File: src/rtl/lcd_ser_pkg.sv
package lcd_ser_pkg;
  localparam int unsigned DEF_COLS   = 48;
  localparam int unsigned DEF_WORD_W = 8;
  localparam int unsigned DEF_CMD_W  = 9;
  localparam int unsigned ID_W       = 3;

  localparam logic [ID_W-1:0] ID_WRITE = 3'b101;
  localparam logic [ID_W-1:0] ID_READ  = 3'b110;
  localparam logic [ID_W-1:0] ID_CMD   = 3'b100;

  typedef enum logic [2:0] {
    ST_ID,
    ST_ADDR,
    ST_DATA,
    ST_CMD,
    ST_SKIP
  } ser_st_e;
endpackage

File: src/rtl/lcd_ser_sync.sv
module lcd_ser_sync #(
  parameter int unsigned WIDTH  = 4,
  parameter int unsigned STAGES = 2
) (
  input  logic             clk_i,
  input  logic             rst_ni,
  input  logic [WIDTH-1:0] d_i,
  output logic [WIDTH-1:0] q_o
);
  logic [WIDTH-1:0] stg_q [STAGES];

  always_ff @(posedge clk_i or negedge rst_ni) begin
    if (!rst_ni) begin
      for (int s = 0; s < int'(STAGES); s++) stg_q[s] <= '1;
    end else begin
      stg_q[0] <= d_i;
      for (int s = 1; s < int'(STAGES); s++) stg_q[s] <= stg_q[s-1];
    end
  end

  assign q_o = stg_q[STAGES-1];
endmodule

File: src/rtl/lcd_disp_ram.sv
module lcd_disp_ram #(
  parameter int unsigned COLS   = 48,
  parameter int unsigned WORD_W = 8,
  localparam int unsigned ADDR_W = $clog2(COLS)
) (
  input  logic              clk_i,
  input  logic              rst_ni,
  input  logic              we_i,
  input  logic [ADDR_W-1:0] waddr_i,
  input  logic [WORD_W-1:0] wdata_i,
  input  logic [ADDR_W-1:0] raddr_a_i,
  output logic [WORD_W-1:0] rdata_a_o,
  input  logic [ADDR_W-1:0] raddr_b_i,
  output logic [WORD_W-1:0] rdata_b_o
);
  logic [WORD_W-1:0] mem_q [COLS];

  always_ff @(posedge clk_i or negedge rst_ni) begin
    if (!rst_ni) begin
      for (int c = 0; c < int'(COLS); c++) mem_q[c] <= '0;
    end else if (we_i) begin
      mem_q[waddr_i] <= wdata_i;
    end
  end

  assign rdata_a_o = (32'(raddr_a_i) < COLS) ? mem_q[raddr_a_i] : '0;
  assign rdata_b_o = (32'(raddr_b_i) < COLS) ? mem_q[raddr_b_i] : '0;
endmodule

File: src/rtl/lcd_ser_ctrl.sv
module lcd_ser_ctrl
  import lcd_ser_pkg::*;
#(
  parameter int unsigned COLS   = 48,
  parameter int unsigned WORD_W = 8,
  parameter int unsigned CMD_W  = 9,
  localparam int unsigned ADDR_W = $clog2(COLS),
  localparam int unsigned BIT_W  = $clog2(WORD_W),
  localparam int unsigned SH_W   = (CMD_W > ADDR_W) ? CMD_W : ADDR_W,
  localparam int unsigned CNT_W  = $clog2(SH_W + 1)
) (
  input  logic              clk_i,
  input  logic              rst_ni,
  input  logic              cs_n_i,
  input  logic              wr_i,
  input  logic              rd_i,
  input  logic              din_i,
  input  logic [WORD_W-1:0] ram_rdata_i,
  output logic [ADDR_W-1:0] ram_ptr_o,
  output logic              ram_we_o,
  output logic [ADDR_W-1:0] ram_waddr_o,
  output logic [WORD_W-1:0] ram_wdata_o,
  output logic              cmd_valid_o,
  output logic [CMD_W-1:0]  cmd_o,
  output logic              dout_o,
  output logic              doe_o
);
  ser_st_e           state_q;
  logic              is_read_q;
  logic              wr_q, rd_q;
  logic [SH_W-1:0]   shift_q;
  logic [CNT_W-1:0]  cnt_q;
  logic [ADDR_W-1:0] ptr_q;
  logic [WORD_W-1:0] wbuf_q;
  logic [BIT_W-1:0]  widx_q, ridx_q;
  logic              dout_q, doe_q, we_q, cmd_v_q;
  logic [ADDR_W-1:0] waddr_q;
  logic [WORD_W-1:0] wdata_q;
  logic [CMD_W-1:0]  cmd_q;

  logic              wr_rise, rd_rise;
  logic [SH_W-1:0]   shift_nx;
  logic [ADDR_W-1:0] ptr_nx;
  logic [WORD_W-1:0] word_nx;

  assign wr_rise  = wr_i & ~wr_q;
  assign rd_rise  = rd_i & ~rd_q;
  assign shift_nx = {shift_q[SH_W-2:0], din_i};
  assign ptr_nx   = (ptr_q == ADDR_W'(COLS - 1)) ? '0 : ptr_q + 1'b1;

  always_comb begin
    word_nx         = wbuf_q;
    word_nx[widx_q] = din_i;
  end

  always_ff @(posedge clk_i or negedge rst_ni) begin
    if (!rst_ni) begin
      wr_q <= 1'b1;
      rd_q <= 1'b1;
    end else begin
      wr_q <= wr_i;
      rd_q <= rd_i;
    end
  end

  always_ff @(posedge clk_i or negedge rst_ni) begin
    if (!rst_ni) begin
      state_q   <= ST_ID;
      is_read_q <= 1'b0;
      shift_q   <= '0;
      cnt_q     <= '0;
      ptr_q     <= '0;
      wbuf_q    <= '0;
      widx_q    <= '0;
      ridx_q    <= '0;
      dout_q    <= 1'b0;
      doe_q     <= 1'b0;
      we_q      <= 1'b0;
      waddr_q   <= '0;
      wdata_q   <= '0;
      cmd_v_q   <= 1'b0;
      cmd_q     <= '0;
    end else begin
      we_q    <= 1'b0;
      cmd_v_q <= 1'b0;
      if (cs_n_i) begin
        state_q <= ST_ID;
        cnt_q   <= '0;
        doe_q   <= 1'b0;
        widx_q  <= '0;
        ridx_q  <= '0;
      end else begin
        unique case (state_q)
          ST_ID: if (wr_rise) begin
            shift_q <= shift_nx;
            cnt_q   <= cnt_q + 1'b1;
            if (cnt_q == CNT_W'(ID_W - 1)) begin
              cnt_q <= '0;
              unique case (shift_nx[ID_W-1:0])
                ID_WRITE: begin state_q <= ST_ADDR; is_read_q <= 1'b0; end
                ID_READ:  begin state_q <= ST_ADDR; is_read_q <= 1'b1; end
                ID_CMD:   state_q <= ST_CMD;
                default:  state_q <= ST_SKIP;
              endcase
            end
          end
          ST_ADDR: if (wr_rise) begin
            shift_q <= shift_nx;
            cnt_q   <= cnt_q + 1'b1;
            if (cnt_q == CNT_W'(ADDR_W - 1)) begin
              cnt_q   <= '0;
              // out-of-range start address falls back to column 0
              ptr_q   <= (32'(shift_nx[ADDR_W-1:0]) < COLS) ? shift_nx[ADDR_W-1:0] : '0;
              widx_q  <= '0;
              ridx_q  <= '0;
              state_q <= ST_DATA;
            end
          end
          ST_DATA: begin
            if (rd_rise) begin
              dout_q <= ram_rdata_i[ridx_q];
              doe_q  <= 1'b1;
              if (ridx_q == BIT_W'(WORD_W - 1)) begin
                ridx_q <= '0;
                if (is_read_q) ptr_q <= ptr_nx;
              end else begin
                ridx_q <= ridx_q + 1'b1;
              end
            end else if (wr_rise && !is_read_q) begin
              doe_q  <= 1'b0;
              wbuf_q <= word_nx;
              if (widx_q == BIT_W'(WORD_W - 1)) begin
                we_q    <= 1'b1;
                waddr_q <= ptr_q;
                wdata_q <= word_nx;
                ptr_q   <= ptr_nx;
                widx_q  <= '0;
                ridx_q  <= '0;
              end else begin
                widx_q <= widx_q + 1'b1;
              end
            end
          end
          ST_CMD: if (wr_rise) begin
            shift_q <= shift_nx;
            cnt_q   <= cnt_q + 1'b1;
            if (cnt_q == CNT_W'(CMD_W - 1)) begin
              cnt_q   <= '0;
              cmd_q   <= shift_nx[CMD_W-1:0];
              cmd_v_q <= 1'b1;
            end
          end
          default: ;
        endcase
      end
    end
  end

  assign ram_ptr_o   = ptr_q;
  assign ram_we_o    = we_q;
  assign ram_waddr_o = waddr_q;
  assign ram_wdata_o = wdata_q;
  assign cmd_valid_o = cmd_v_q;
  assign cmd_o       = cmd_q;
  assign dout_o      = dout_q;
  assign doe_o       = doe_q;
endmodule

File: src/rtl/lcd_ser_if.sv
module lcd_ser_if
  import lcd_ser_pkg::*;
#(
  parameter int unsigned COLS        = DEF_COLS,
  parameter int unsigned WORD_W      = DEF_WORD_W,
  parameter int unsigned CMD_W       = DEF_CMD_W,
  parameter int unsigned SYNC_STAGES = 2,
  localparam int unsigned ADDR_W     = $clog2(COLS)
) (
  input  logic              clk_i,
  input  logic              rst_ni,
  input  logic              cs_n_i,
  input  logic              wr_i,
  input  logic              rd_i,
  input  logic              data_i,
  output logic              data_o,
  output logic              data_oe_o,
  output logic              cmd_valid_o,
  output logic [CMD_W-1:0]  cmd_o,
  input  logic [ADDR_W-1:0] disp_addr_i,
  output logic [WORD_W-1:0] disp_data_o
);
  logic [3:0]        pins_s;
  logic              ram_we;
  logic [ADDR_W-1:0] ram_waddr, ram_ptr;
  logic [WORD_W-1:0] ram_wdata, ram_rdata;

  lcd_ser_sync #(.WIDTH(4), .STAGES(SYNC_STAGES)) u_sync (
    .clk_i  (clk_i),
    .rst_ni (rst_ni),
    .d_i    ({cs_n_i, wr_i, rd_i, data_i}),
    .q_o    (pins_s)
  );

  lcd_ser_ctrl #(.COLS(COLS), .WORD_W(WORD_W), .CMD_W(CMD_W)) u_ctrl (
    .clk_i       (clk_i),
    .rst_ni      (rst_ni),
    .cs_n_i      (pins_s[3]),
    .wr_i        (pins_s[2]),
    .rd_i        (pins_s[1]),
    .din_i       (pins_s[0]),
    .ram_rdata_i (ram_rdata),
    .ram_ptr_o   (ram_ptr),
    .ram_we_o    (ram_we),
    .ram_waddr_o (ram_waddr),
    .ram_wdata_o (ram_wdata),
    .cmd_valid_o (cmd_valid_o),
    .cmd_o       (cmd_o),
    .dout_o      (data_o),
    .doe_o       (data_oe_o)
  );

  lcd_disp_ram #(.COLS(COLS), .WORD_W(WORD_W)) u_ram (
    .clk_i     (clk_i),
    .rst_ni    (rst_ni),
    .we_i      (ram_we),
    .waddr_i   (ram_waddr),
    .wdata_i   (ram_wdata),
    .raddr_a_i (ram_ptr),
    .rdata_a_o (ram_rdata),
    .raddr_b_i (disp_addr_i),
    .rdata_b_o (disp_data_o)
  );
endmodule

File: config.mk
export PLATFORM = sky130hd
export DESIGN_NAME = lcd_ser_if
export DESIGN_NICKNAME = d
export VERILOG_FILES = /design/src/rtl/lcd_ser_pkg.sv /design/src/rtl/lcd_ser_sync.sv /design/src/rtl/lcd_disp_ram.sv /design/src/rtl/lcd_ser_ctrl.sv /design/src/rtl/lcd_ser_if.sv
export SDC_FILE = /design/constraint.sdc
export NUM_CORES = 1
export LEC_CHECK = 0
export ABC_AREA = 0
export ABC_CLOCK_PERIOD_IN_PS = 7600
export CORE_ASPECT_RATIO = 0.75
export CORE_UTILIZATION = 30
export CTS_CLUSTER_DIAMETER = 30
export DETAILED_ROUTE_END_ITERATION = 12
export DONT_BUFFER_PORTS = 1
export PLACE_DENSITY = 0.46
export SYNTH_ARGS = -nofsm -noshare
export SYNTH_HDL_FRONTEND = slang
export SYNTH_SLANG_ARGS = --single-unit
File: constraint.sdc
create_clock -name clk_i -period 7.6 [get_ports clk_i]
set_input_delay 0.38 -clock clk_i [delete_from_list [all_inputs] [get_ports clk_i]]
set_output_delay 0.38 -clock clk_i [all_outputs]
set_load 0.005 [all_outputs]
==> flow_metrics.env, run 1 <==
export IMPL_io_buffers=0
export IMPL_yosysSeqAreaShare_pct=47.6
export IMPL_worst_hold_slack_ps=-556
export IMPL_path_depth=9
export IMPL_clkTransAtPathRegs_ps=40
export IMPL_synth_area_um2=24100
export IMPL_ctsResizeCount=0
export IMPL_cap_violations=0
export IMPL_cp_arrival_ps=4240
export IMPL_crit_path_end_kind="flop"
export IMPL_rsz0062_at_grt="no"
export IMPL_crit_buf_inv=2
export IMPL_grt_overflow=0
export IMPL_h_tree_depth=3
export IMPL_first_iter_violations=1090
export IMPL_fin_ws_ps=3890
export IMPL_final_common_cell="dfrtp_1"
export IMPL_vias=15200
export IMPL_synth_area_leaders="dfrtp_1 46%, mux4_2 19%, mux2_2 19%"
export IMPL_syn_to_final_growth_pct=22.5
export IMPL_initial_utilization_pct=30.4
export IMPL_syn_area_per_cell_um2=14.5
export IMPL_stdcell_count=2828
export IMPL_routed_via_density=5.39
export IMPL_critPathRequiredTime_ps=8130
export IMPL_synthFlopType="dfrtp_1"
export IMPL_synth_edf_count=0
export IMPL_fp_dieH_um=247
export IMPL_dp_cells=2595
export IMPL_grtUsageTotal_pct=18.7
export IMPL_clock_skew_ps=46.9
export IMPL_crit_fanout=43
export IMPL_final_max_slew_viol_count=0
export IMPL_cts_tree="done"
export IMPL_row_count=89
export IMPL_synth_seq_cells=457
export IMPL_status="finished, violations left"
export IMPL_violations="design-rule violations, negative hold slack"
export IMPL_dieArea_um2=81300
export IMPL_min_path_type="in -> async"
export IMPL_post_route_period_util_pct=48.8
export IMPL_finalSetupViolCount=0
export IMPL_cts_root_buffer="clkbuf_16"
export IMPL_max_freq_ghz=0.269
export IMPL_final_cell_mix="443 x dfrtp_1, 402 x mux2_2, 205 x mux4_2, 119 x clkbuf_16, 74 x nand2_1"
export IMPL_num_nets_final=1694
export IMPL_drive_above_1_share_pct=48.8
export IMPL_synth_largest_type_area_fraction_pct=46.5
export IMPL_worst_pin_slew_ps=1230
export IMPL_hpwl_mm=46.4
export IMPL_gp_congestion=0.824
export IMPL_cts_made_buffers=118
export IMPL_fill_cells=7462
export IMPL_finalPower_mw=8.14
export IMPL_p_leak_nw=12.9
export IMPL_cp_top_family="buffers and inverters"
export IMPL_hold_buffers=4
export IMPL_die_x_um=329
export IMPL_cp_common_cell="buf_4"
export IMPL_syn_inst=1658
export IMPL_clk_insertion_delay_late_ps=680
export IMPL_syn_num_nets=1679
export IMPL_antenna_found_initial=1
export IMPL_io_pins=32
export IMPL_critPathKind="reg -> reg"
export IMPL_max_stage_delay_ps=640
export IMPL_ys_types=63
export IMPL_dpl_worst_slack_ps=3860
export IMPL_drt_pass1_iterations=9
export IMPL_yosysWarningCount=0
export IMPL_wl_mm=74.4
export IMPL_seq_area_um2=11500
export IMPL_post_route_min_period_ps=3710
export IMPL_final_hold_viol_count=450
export IMPL_start_kind="flop"
export IMPL_p_per_area_nw_per_um2=276
export IMPL_critical_path_cell_chain="buf_4, buf_4, mux4_2, nor2b_1, a211oi_1, a2111oi_0, nor4b_1, o2bb2ai_1, a31oi_1"
export IMPL_post_drt_wl_per_cell_um=26.3
export IMPL_grt_pass1_vias=15700
export IMPL_antenna_left=0
export IMPL_core_area_um2=79100
export IMPL_slowest_stage="buf_4"
export IMPL_placed_cell_area_um2=25000
export IMPL_rr_worst_depth=9
export IMPL_fin_tns_setup_ps=0
export IMPL_ir_drop_uv=186
export IMPL_cts_sinks=457
export IMPL_clk_path_buf_depth=3
export IMPL_slew_headroom_pct=17.8
export IMPL_drc=2
export IMPL_multi_input_area_um2=11900
export IMPL_final_area_um2=29500
export IMPL_grt_pass1_wl_mm=112
export IMPL_synth_largest_area_cell="dfrtp_1"
export IMPL_post_cts_setup_buffers=0
export IMPL_grt_max_degree=458
export IMPL_synthArstFlopShare_pct=100
export IMPL_post_route_util_pct=37.3
worst paths after layout:
path	startpoint	to	slack, ps
max in group asynchronous	rst_ni	u_ctrl.cnt_q[0]$_DFFE_PN0P_	7360
hold reg to reg	u_sync.stg_q[5]$_DFF_PN1_	u_sync.q_o[1]$_DFF_PN1_	350
setup / recovery	u_ctrl.ram_ptr_o[1]$_DFFE_PN0P_	u_ctrl.dout_o$_DFFE_PN0P_	3890
hold / removal	rst_ni	u_ram.mem_q[109]$_DFFE_PN0P_	-560
min in group clk_i	data_i	u_sync.stg_q[4]$_DFF_PN1_	250
setup reg to reg	u_ctrl.ram_ptr_o[1]$_DFFE_PN0P_	u_ctrl.dout_o$_DFFE_PN0P_	3890
layout make-up:
cell class,instances,area share (%)
antenna,3,0.0255
inverter,19,0.242
sequential,457,38.9
timing repair buffer,30,0.841
tap,1046,4.44
clock buffer,159,11.4
clock inverter,67,3.73
multi-input combinational,1047,40.5
synth_stat cells (5+ instances only):
cell        n
or2_2       5
nand2_1    74
nor3_1     20
mux2_2    402
a21oi_1    20
a22o_1      5
a31oi_1     7
nor2_1     42
clkbuf_1   93
nor3b_1     7
dfrtp_1   447
nor2b_1    16
a22oi_1    25
buf_2      17
o21ai_0    40
inv_1      19
mux2i_1    52
nand2b_1   17
mux4_2    205
a221oi_1    7
dfstp_2    10
nand3_1    25
ha_1        9
buf_6       7
buf_1      12
o22ai_1     9
cells by family (layout without fill, tap and decap cells):
group                    count (synthesis)  in the layout  share of synthesized area (%)
flip-flops                             457            457                           47.6
multiplexers                           663            663                           40.4
adder cells (fa/ha/maj)                  9              9                          0.468
AO/OA/AOI/OAI                          140            140                           3.84
AND/OR/NAND/NOR                        234            234                           4.85
other                                    0              3                              0
XOR/XNOR                                 1              1                         0.0364
buffers and inverters                  154            275                           2.87
where the power goes:
part	switching [mW]	internal, mW
registers	0.0516	2.47
clock network	1.59	3.89
logic	0.0611	0.0765
sequential cells by signal (all words and copies together) (netlist names):
register and flops:
u_ctrl.ram_wdata_o 8, u_ctrl.cmd_o 9, u_ctrl.is_read_q 1, u_ctrl.rd_q 1
u_sync.stg_q 4, u_ctrl.shift_q 8, u_ctrl.dout_o 1, u_ctrl.widx_q 3
u_ctrl.state_q 3, u_ctrl.ram_we_o 1, u_ctrl.wbuf_q 8, u_ctrl.cnt_q 4
u_sync.q_o 4, u_ctrl.ram_ptr_o 6, u_ctrl.wr_q 1, u_ctrl.doe_o 1
u_ram.mem_q 384, u_ctrl.ram_waddr_o 6, u_ctrl.cmd_valid_o 1, u_ctrl.ridx_q 3
worst register-to-register path: cells and delay by family, from the launching register on:
| kind | cells | cell delay [ps] |
|---|---|---|
| AOI/OAI and AO/OA | 4 | 820 |
| buffers and inverters | 2 | 1350 |
| DFF | 1 | 540 |
| muxes | 1 | 440 |
| and+or+nand+nor | 2 | 460 |
routing by layer:
metal | wire length, um | part of all wire [%] | vias to the layer above | GRT usage [%]
met5 | 0 | 0 | - | 0
met4 | 1640 | 2.2 | 0 | 5.02
met3 | 4820 | 6.5 | 108 | 5.01
met2 | 31300 | 42 | 451 | 25.7
met1 | 36700 | 49 | 8215 | 28.5
li1 | - | - | 6472 | -
Note: power is estimated with default switching activity, not from simulation.
==> inputs of run 2 (changes only) <==
--- a/config.mk
+++ b/config.mk
@@ -6,7 +6,7 @@
 export NUM_CORES = 1
 export LEC_CHECK = 0
 export ABC_AREA = 0
-export ABC_CLOCK_PERIOD_IN_PS = 7600
+export ABC_CLOCK_PERIOD_IN_PS = 3650
 export CORE_ASPECT_RATIO = 0.75
 export CORE_UTILIZATION = 30
 export CTS_CLUSTER_DIAMETER = 30
==> constraint.sdc (replaced) <==
create_clock -name clk_i -period 3.65 [get_ports clk_i]
set_input_delay 0.1825 -clock clk_i [delete_from_list [all_inputs] [get_ports clk_i]]
set_output_delay 0.1825 -clock clk_i [all_outputs]
set_load 0.005 [all_outputs]
==> run 2 against run 1 <==
- the run ends with design-rule violations, negative hold slack, max-slew violations left
- sequential cell count did not move
- combinational power rose by 110%
- sequential share of layout area rose by 0.21 points
- fmax rose by 18%
- final cell count rose by 0.60%
- clock skew fell by 18 ps
- wire length rose by 0.46%
- die area did not move
- worst setup slack got worse by 3400 ps
- critical path type unchanged
- largest power group unchanged
- highest routed layer unchanged
==> flow_metrics.env, run 2 (synthesis gave the netlist of run 1 again) <==
export IMPL_status="finished, violations left"
export IMPL_violations="design-rule violations, negative hold slack, max-slew violations"
export IMPL_stdcell_count=2845
export IMPL_p_leak_nw=12.8
export IMPL_syn_to_final_growth_pct=21.8
export IMPL_vias=15400
export IMPL_dieArea_um2=81300
export IMPL_final_common_cell="dfrtp_1"
export IMPL_routed_via_density=5.43
export IMPL_post_route_period_util_pct=86.2
export IMPL_die_x_um=329
export IMPL_r2r_start="u_ctrl.ram_ptr_o[0]$_DFFE_PN0P_"
export IMPL_final_cell_mix="443 x dfrtp_1, 402 x mux2_2, 205 x mux4_2, 113 x clkbuf_16, 74 x nand2_1"
export IMPL_dp_cells=2627
export IMPL_grt_pass1_vias=15600
export IMPL_ir_drop_uv=349
export IMPL_top_register="u_ram.mem_q"
export IMPL_h_tree_depth=3
export IMPL_min_path_type="in -> async"
export IMPL_cts_made_buffers=113
export IMPL_clk_insertion_delay_late_ps=660
export IMPL_max_freq_ghz=0.318
export IMPL_worst_pin_slew_ps=2500
export IMPL_num_nets_final=1721
export IMPL_p_clk_share_pct=65.1
export IMPL_final_hold_viol_count=447
export IMPL_crit_path_end_kind="flop"
export IMPL_drive_above_1_share_pct=49.5
export IMPL_critPathRequiredTime_ps=4160
export IMPL_wl_mm=74.8
export IMPL_swShare_pct=21.6
export IMPL_post_cts_setup_buffers=0
export IMPL_p_int_mw=12.5
export IMPL_first_iter_violations=1249
export IMPL_cap_violations=0
export IMPL_clock_skew_ps=29.0
export IMPL_p_sw_mw=3.43
export IMPL_crit_fanout=17
export IMPL_row_count=89
export IMPL_p_per_area_nw_per_um2=543
export IMPL_grt_overflow=0
export IMPL_critPathKind="reg -> reg"
export IMPL_grt_max_degree=458
export IMPL_rsz0062_at_grt="no"
export IMPL_post_route_min_period_ps=3150
export IMPL_io_pins=32
export IMPL_multi_input_area_um2=11900
export IMPL_post_drt_wl_per_cell_um=26.3
export IMPL_worst_hold_slack_ps=-747
export IMPL_regToRegSetupSlack_ps=500
export IMPL_final_max_slew_viol_count=306
export IMPL_pwr_share_comb_pct=1.8
export IMPL_ctsResizeCount=0
export IMPL_initial_utilization_pct=30.4
export IMPL_grtUsageTotal_pct=18.7
export IMPL_seq_area_um2=11500
export IMPL_fin_tns_setup_ps=0
export IMPL_clkTransAtPathRegs_ps=50
export IMPL_clk_path_buf_depth=3
export IMPL_drt_pass1_iterations=9
export IMPL_cts_sinks=457
export IMPL_cts_tree="done"
export IMPL_hold_buffers=4
export IMPL_pwr_share_seq_pct=33.0
export IMPL_rr_worst_depth=9
export IMPL_hpwl_mm=47.6
export IMPL_core_area_um2=79100
export IMPL_fp_dieH_um=247
export IMPL_gp_congestion=0.867
export IMPL_io_buffers=0
export IMPL_largest_reg_flops=384
export IMPL_antenna_found_initial=5
export IMPL_grt_pass1_wl_mm=112
export IMPL_finalSetupViolCount=0
export IMPL_cts_root_buffer="clkbuf_16"
export IMPL_drc=1
export IMPL_diodes=0
export IMPL_rr_endpoint="u_ctrl.dout_o$_DFFE_PN0P_"
export IMPL_antenna_left=0
export IMPL_start_kind="flop"
export IMPL_slew_headroom_pct=-66.4
export IMPL_fill_cells=7457
export IMPL_cp_arrival_ps=3660
## run 2: metrics by stage
| stage | total power, mW | instance area [um^2] | utilization [%] | hold slack, ps | worst slack, ps |
|---|---|---|---|---|---|
| after floorplan | 5.58 | 24100 | - | -113 | 1250 |
| after global placement | 5.61 | 25300 | 31.9 | -77.0 | 475 |
| after detailed placement | 5.61 | 25300 | 31.9 | -72.4 | 485 |
| after CTS | 16.1 | 29300 | 37.1 | -761 | 458 |
| after global routing | 16.4 | 29300 | 37.1 | -780 | 294 |
| final | 15.9 | 29300 | 37.1 | -747 | 503 |
## run 2: worst max-delay path, stage by stage (launching register included)
cell,delay (ps)
dfrtp_4,660
buf_12,240
buf_12,200
mux4_2,500
a22oi_1,450
a21oi_1,140
o21ai_0,190
a311o_1,280
o2bb2ai_1,210
a31oi_1,70
## run 2: worst max-delay path by stage
stage | from | endpoint | slack [ps] | cells past startpoint
after floorplan | u_ctrl.ram_ptr_o[0]$_DFFE_PN0P_ | u_ctrl.dout_o$_DFFE_PN0P_ | 1250 | 9
after global placement | u_ctrl.ram_ptr_o[0]$_DFFE_PN0P_ | u_ctrl.dout_o$_DFFE_PN0P_ | 470 | 9
after detailed placement | u_ctrl.ram_ptr_o[0]$_DFFE_PN0P_ | u_ctrl.dout_o$_DFFE_PN0P_ | 480 | 9
after CTS | u_ctrl.ram_ptr_o[0]$_DFFE_PN0P_ | u_ctrl.dout_o$_DFFE_PN0P_ | 460 | 9
after global routing | u_ctrl.ram_ptr_o[0]$_DFFE_PN0P_ | u_ctrl.dout_o$_DFFE_PN0P_ | 290 | 9
final | u_ctrl.ram_ptr_o[0]$_DFFE_PN0P_ | u_ctrl.dout_o$_DFFE_PN0P_ | 500 | 9
## run 2: per-layer routing
layer  wire length [um]  vias up  track usage, %
met5                  0        -               0
met3               4920      117            4.48
met4               1710        0            5.40
met1              36500     8348            28.6
li1                   -     6516               -
met2              31600      458            26.0
## run 2: area by class of cell
| cell class | instances | share of cell area [%] |
|---|---|---|
| well taps | 1046 | 4.47 |
| clock buffers | 148 | 10.7 |
| multi-input cells | 1047 | 40.7 |
| clock inverters | 66 | 2.93 |
| repair buffers | 62 | 1.84 |
| inverters | 19 | 0.243 |
| flip-flops and latches | 457 | 39.1 |
## run 2: power by group through the flow
stage / clock, mW / combinational [mW] / sequential [mW]
floorplan: 0 / 0.314 / 5.27
global placement: 0 / 0.283 / 5.33
detailed placement: 0 / 0.287 / 5.33
CTS: 10.6 / 0.292 / 5.25
global route: 10.8 / 0.318 / 5.26
finish: 10.4 / 0.291 / 5.26
==> inputs of run 3 (changes only) <==
--- a/config.mk
+++ b/config.mk
@@ -9,6 +9,7 @@
 export ABC_CLOCK_PERIOD_IN_PS = 3650
 export CORE_ASPECT_RATIO = 0.75
 export CORE_UTILIZATION = 30
+export CTS_BUF_LIST = sky130_fd_sc_hd__clkbuf_8 sky130_fd_sc_hd__clkbuf_16
 export CTS_CLUSTER_DIAMETER = 30
 export DETAILED_ROUTE_END_ITERATION = 12
 export DONT_BUFFER_PORTS = 1
==> run 3 against run 2 <==
- the flow finishes with violations (design-rule violations, negative hold slack)
- wire length grew 0.27%
- design area is the same
- critical path depth is the same
- count of clock-buffer cells in the layout shrank 16
- hold slack gained 1.3 ps
- first-iteration DRC count shrank 9.2%
- sequential share of layout area is the same
- worst setup slack lost 21 ps
- core utilization is the same
- power shrank 0.25%
- largest cell class unchanged
- highest routed layer unchanged
==> flow_metrics.env, run 3 (synthesis gave the netlist of run 1 again) <==
export IMPL_io_pins=32
export IMPL_grt_max_degree=458
export IMPL_stdcell_count=2845
export IMPL_cts_root_buffer="clkbuf_16"
export IMPL_clkTransAtPathRegs_ps=50
export IMPL_p_leak_nw=12.9
export IMPL_cts_tree="done"
export IMPL_slew_headroom_pct=5.41
export IMPL_crit_path_end_kind="flop"
export IMPL_drive_above_1_share_pct=49.5
export IMPL_rsz0062_at_grt="no"
export IMPL_finalSetupViolCount=0
export IMPL_worst_hold_slack_ps=-746
export IMPL_clk_insertion_delay_late_ps=660
export IMPL_critical_path_cell_chain="buf_12, buf_12, mux4_2, a22oi_1, a21oi_1, o21ai_0, a311o_1, o2bb2ai_1, a31oi_1"
export IMPL_ir_drop_uv=350
export IMPL_clk_path_buf_depth=3
export IMPL_violations="design-rule violations, negative hold slack"
export IMPL_slowest_stage="dfrtp_4"
export IMPL_post_cts_setup_buffers=0
export IMPL_syn_to_final_growth_pct=21.8
export IMPL_seq_area_um2=11500
export IMPL_hpwl_mm=47.6
export IMPL_drt_pass1_iterations=12
export IMPL_cts_sinks=457
export IMPL_io_buffers=0
export IMPL_max_stage_delay_ps=670
export IMPL_top_register="u_ram.mem_q"
export IMPL_final_hold_viol_count=447
export IMPL_finalPower_mw=15.9
export IMPL_grt_overflow=0
export IMPL_grt_pass1_wl_mm=112
export IMPL_largest_reg_flops=384
export IMPL_dp_cells=2627
export IMPL_clock_skew_ps=31.5
export IMPL_cp_top_family="compound AO/OA/AOI/OAI gates"
export IMPL_ctsResizeCount=0
export IMPL_crit_fanout=17
export IMPL_drc=1
export IMPL_cp_arrival_ps=3680
export IMPL_cts_made_buffers=113
export IMPL_crit_buf_inv=2
export IMPL_cp_common_cell="buf_12"
export IMPL_cap_violations=0
export IMPL_fill_cells=7457
export IMPL_antenna_left=0
export IMPL_h_tree_depth=3
export IMPL_routed_via_density=5.43
export IMPL_max_freq_ghz=0.316
export IMPL_final_max_slew_viol_count=0
export IMPL_critPathRequiredTime_ps=4160
export IMPL_post_route_period_util_pct=86.8
export IMPL_min_path_type="in -> async"
export IMPL_grt_pass1_vias=15600
export IMPL_status="finished, violations left"
export IMPL_fin_tns_setup_ps=0
export IMPL_final_common_cell="dfrtp_1"
export IMPL_die_x_um=329
export IMPL_wl_mm=75.0
export IMPL_final_cell_mix="443 x dfrtp_1, 402 x mux2_2, 205 x mux4_2, 113 x clkbuf_16, 74 x nand2_1"
export IMPL_worst_pin_slew_ps=1420
export IMPL_multi_input_area_um2=11900
export IMPL_row_count=89
export IMPL_core_area_um2=79100
export IMPL_num_nets_final=1721
export IMPL_grtUsageTotal_pct=18.7
export IMPL_post_drt_wl_per_cell_um=26.4
export IMPL_antenna_found_initial=5
export IMPL_fp_dieH_um=247
export IMPL_vias=15400
export IMPL_gp_congestion=0.867
export IMPL_critPathKind="reg -> reg"
export IMPL_start_kind="flop"
export IMPL_hold_buffers=4
export IMPL_post_route_min_period_ps=3170
export IMPL_p_per_area_nw_per_um2=542
export IMPL_first_iter_violations=1134
export IMPL_dieArea_um2=81300
export IMPL_diodes=0
export IMPL_initial_utilization_pct=30.4
-- run 3: worst paths after layout --
kind	start	end	slack, ps	cells past startpoint
setup / recovery	u_ctrl.ram_ptr_o[0]$_DFFE_PN0P_	u_ctrl.dout_o$_DFFE_PN0P_	480	9
hold / removal	rst_ni	u_ram.mem_q[112]$_DFFE_PN0P_	-750	0
setup reg to reg	u_ctrl.ram_ptr_o[0]$_DFFE_PN0P_	u_ctrl.dout_o$_DFFE_PN0P_	480	9
hold reg to reg	u_sync.stg_q[5]$_DFF_PN1_	u_sync.q_o[1]$_DFF_PN1_	350	0
max in group asynchronous	rst_ni	u_ctrl.ram_ptr_o[0]$_DFFE_PN0P_	3110	0
min in group clk_i	data_i	u_sync.stg_q[4]$_DFF_PN1_	80	1
-- run 3: final cells by class --
class / instances / area share, %
Sequential cell: 457 / 39.1
Clock inverter: 82 / 3.13
Timing Repair Buffer: 62 / 1.84
Clock buffer: 132 / 10.5
Multi-Input combinational cell: 1047 / 40.7
Inverter: 19 / 0.243
Tap cell: 1046 / 4.47
-- run 3: worst register-to-register path, cell delays in order, from the launching register on --
cell and delay, ps:
dfrtp_4 670, buf_12 260, buf_12 220, mux4_2 510, a22oi_1 460, a21oi_1 150, o21ai_0 190, a311o_1 280
o2bb2ai_1 210, a31oi_1 80
-- run 3: routing by layer --
| metal | GRT usage [%] | wire (um) |
|---|---|---|
| met1 | 28.6 | 36800 |
| met2 | 26.0 | 31700 |
| met3 | 4.48 | 4740 |
| met4 | 5.40 | 1730 |
| met5 | 0 | 0 |
-- run 3: per-stage QoR --
step	util, %	hold WS [ps]	area (um^2)	worst slack [ps]
6_report	37.1	-746	29300	482
5_1_grt	37.1	-781	29300	294
4_1_cts	37.1	-761	29300	458
3_5_place_dp	31.9	-72.4	25300	485
3_3_place_gp	31.9	-77.0	25300	475
2_1_floorplan	-	-113	24100	1250
-- run 3: power breakdown --
part	internal [mW]	switching, mW
Sequential	5.14	0.111
Clock	7.13	3.20
Combinational	0.163	0.128
Total	12.4	3.44
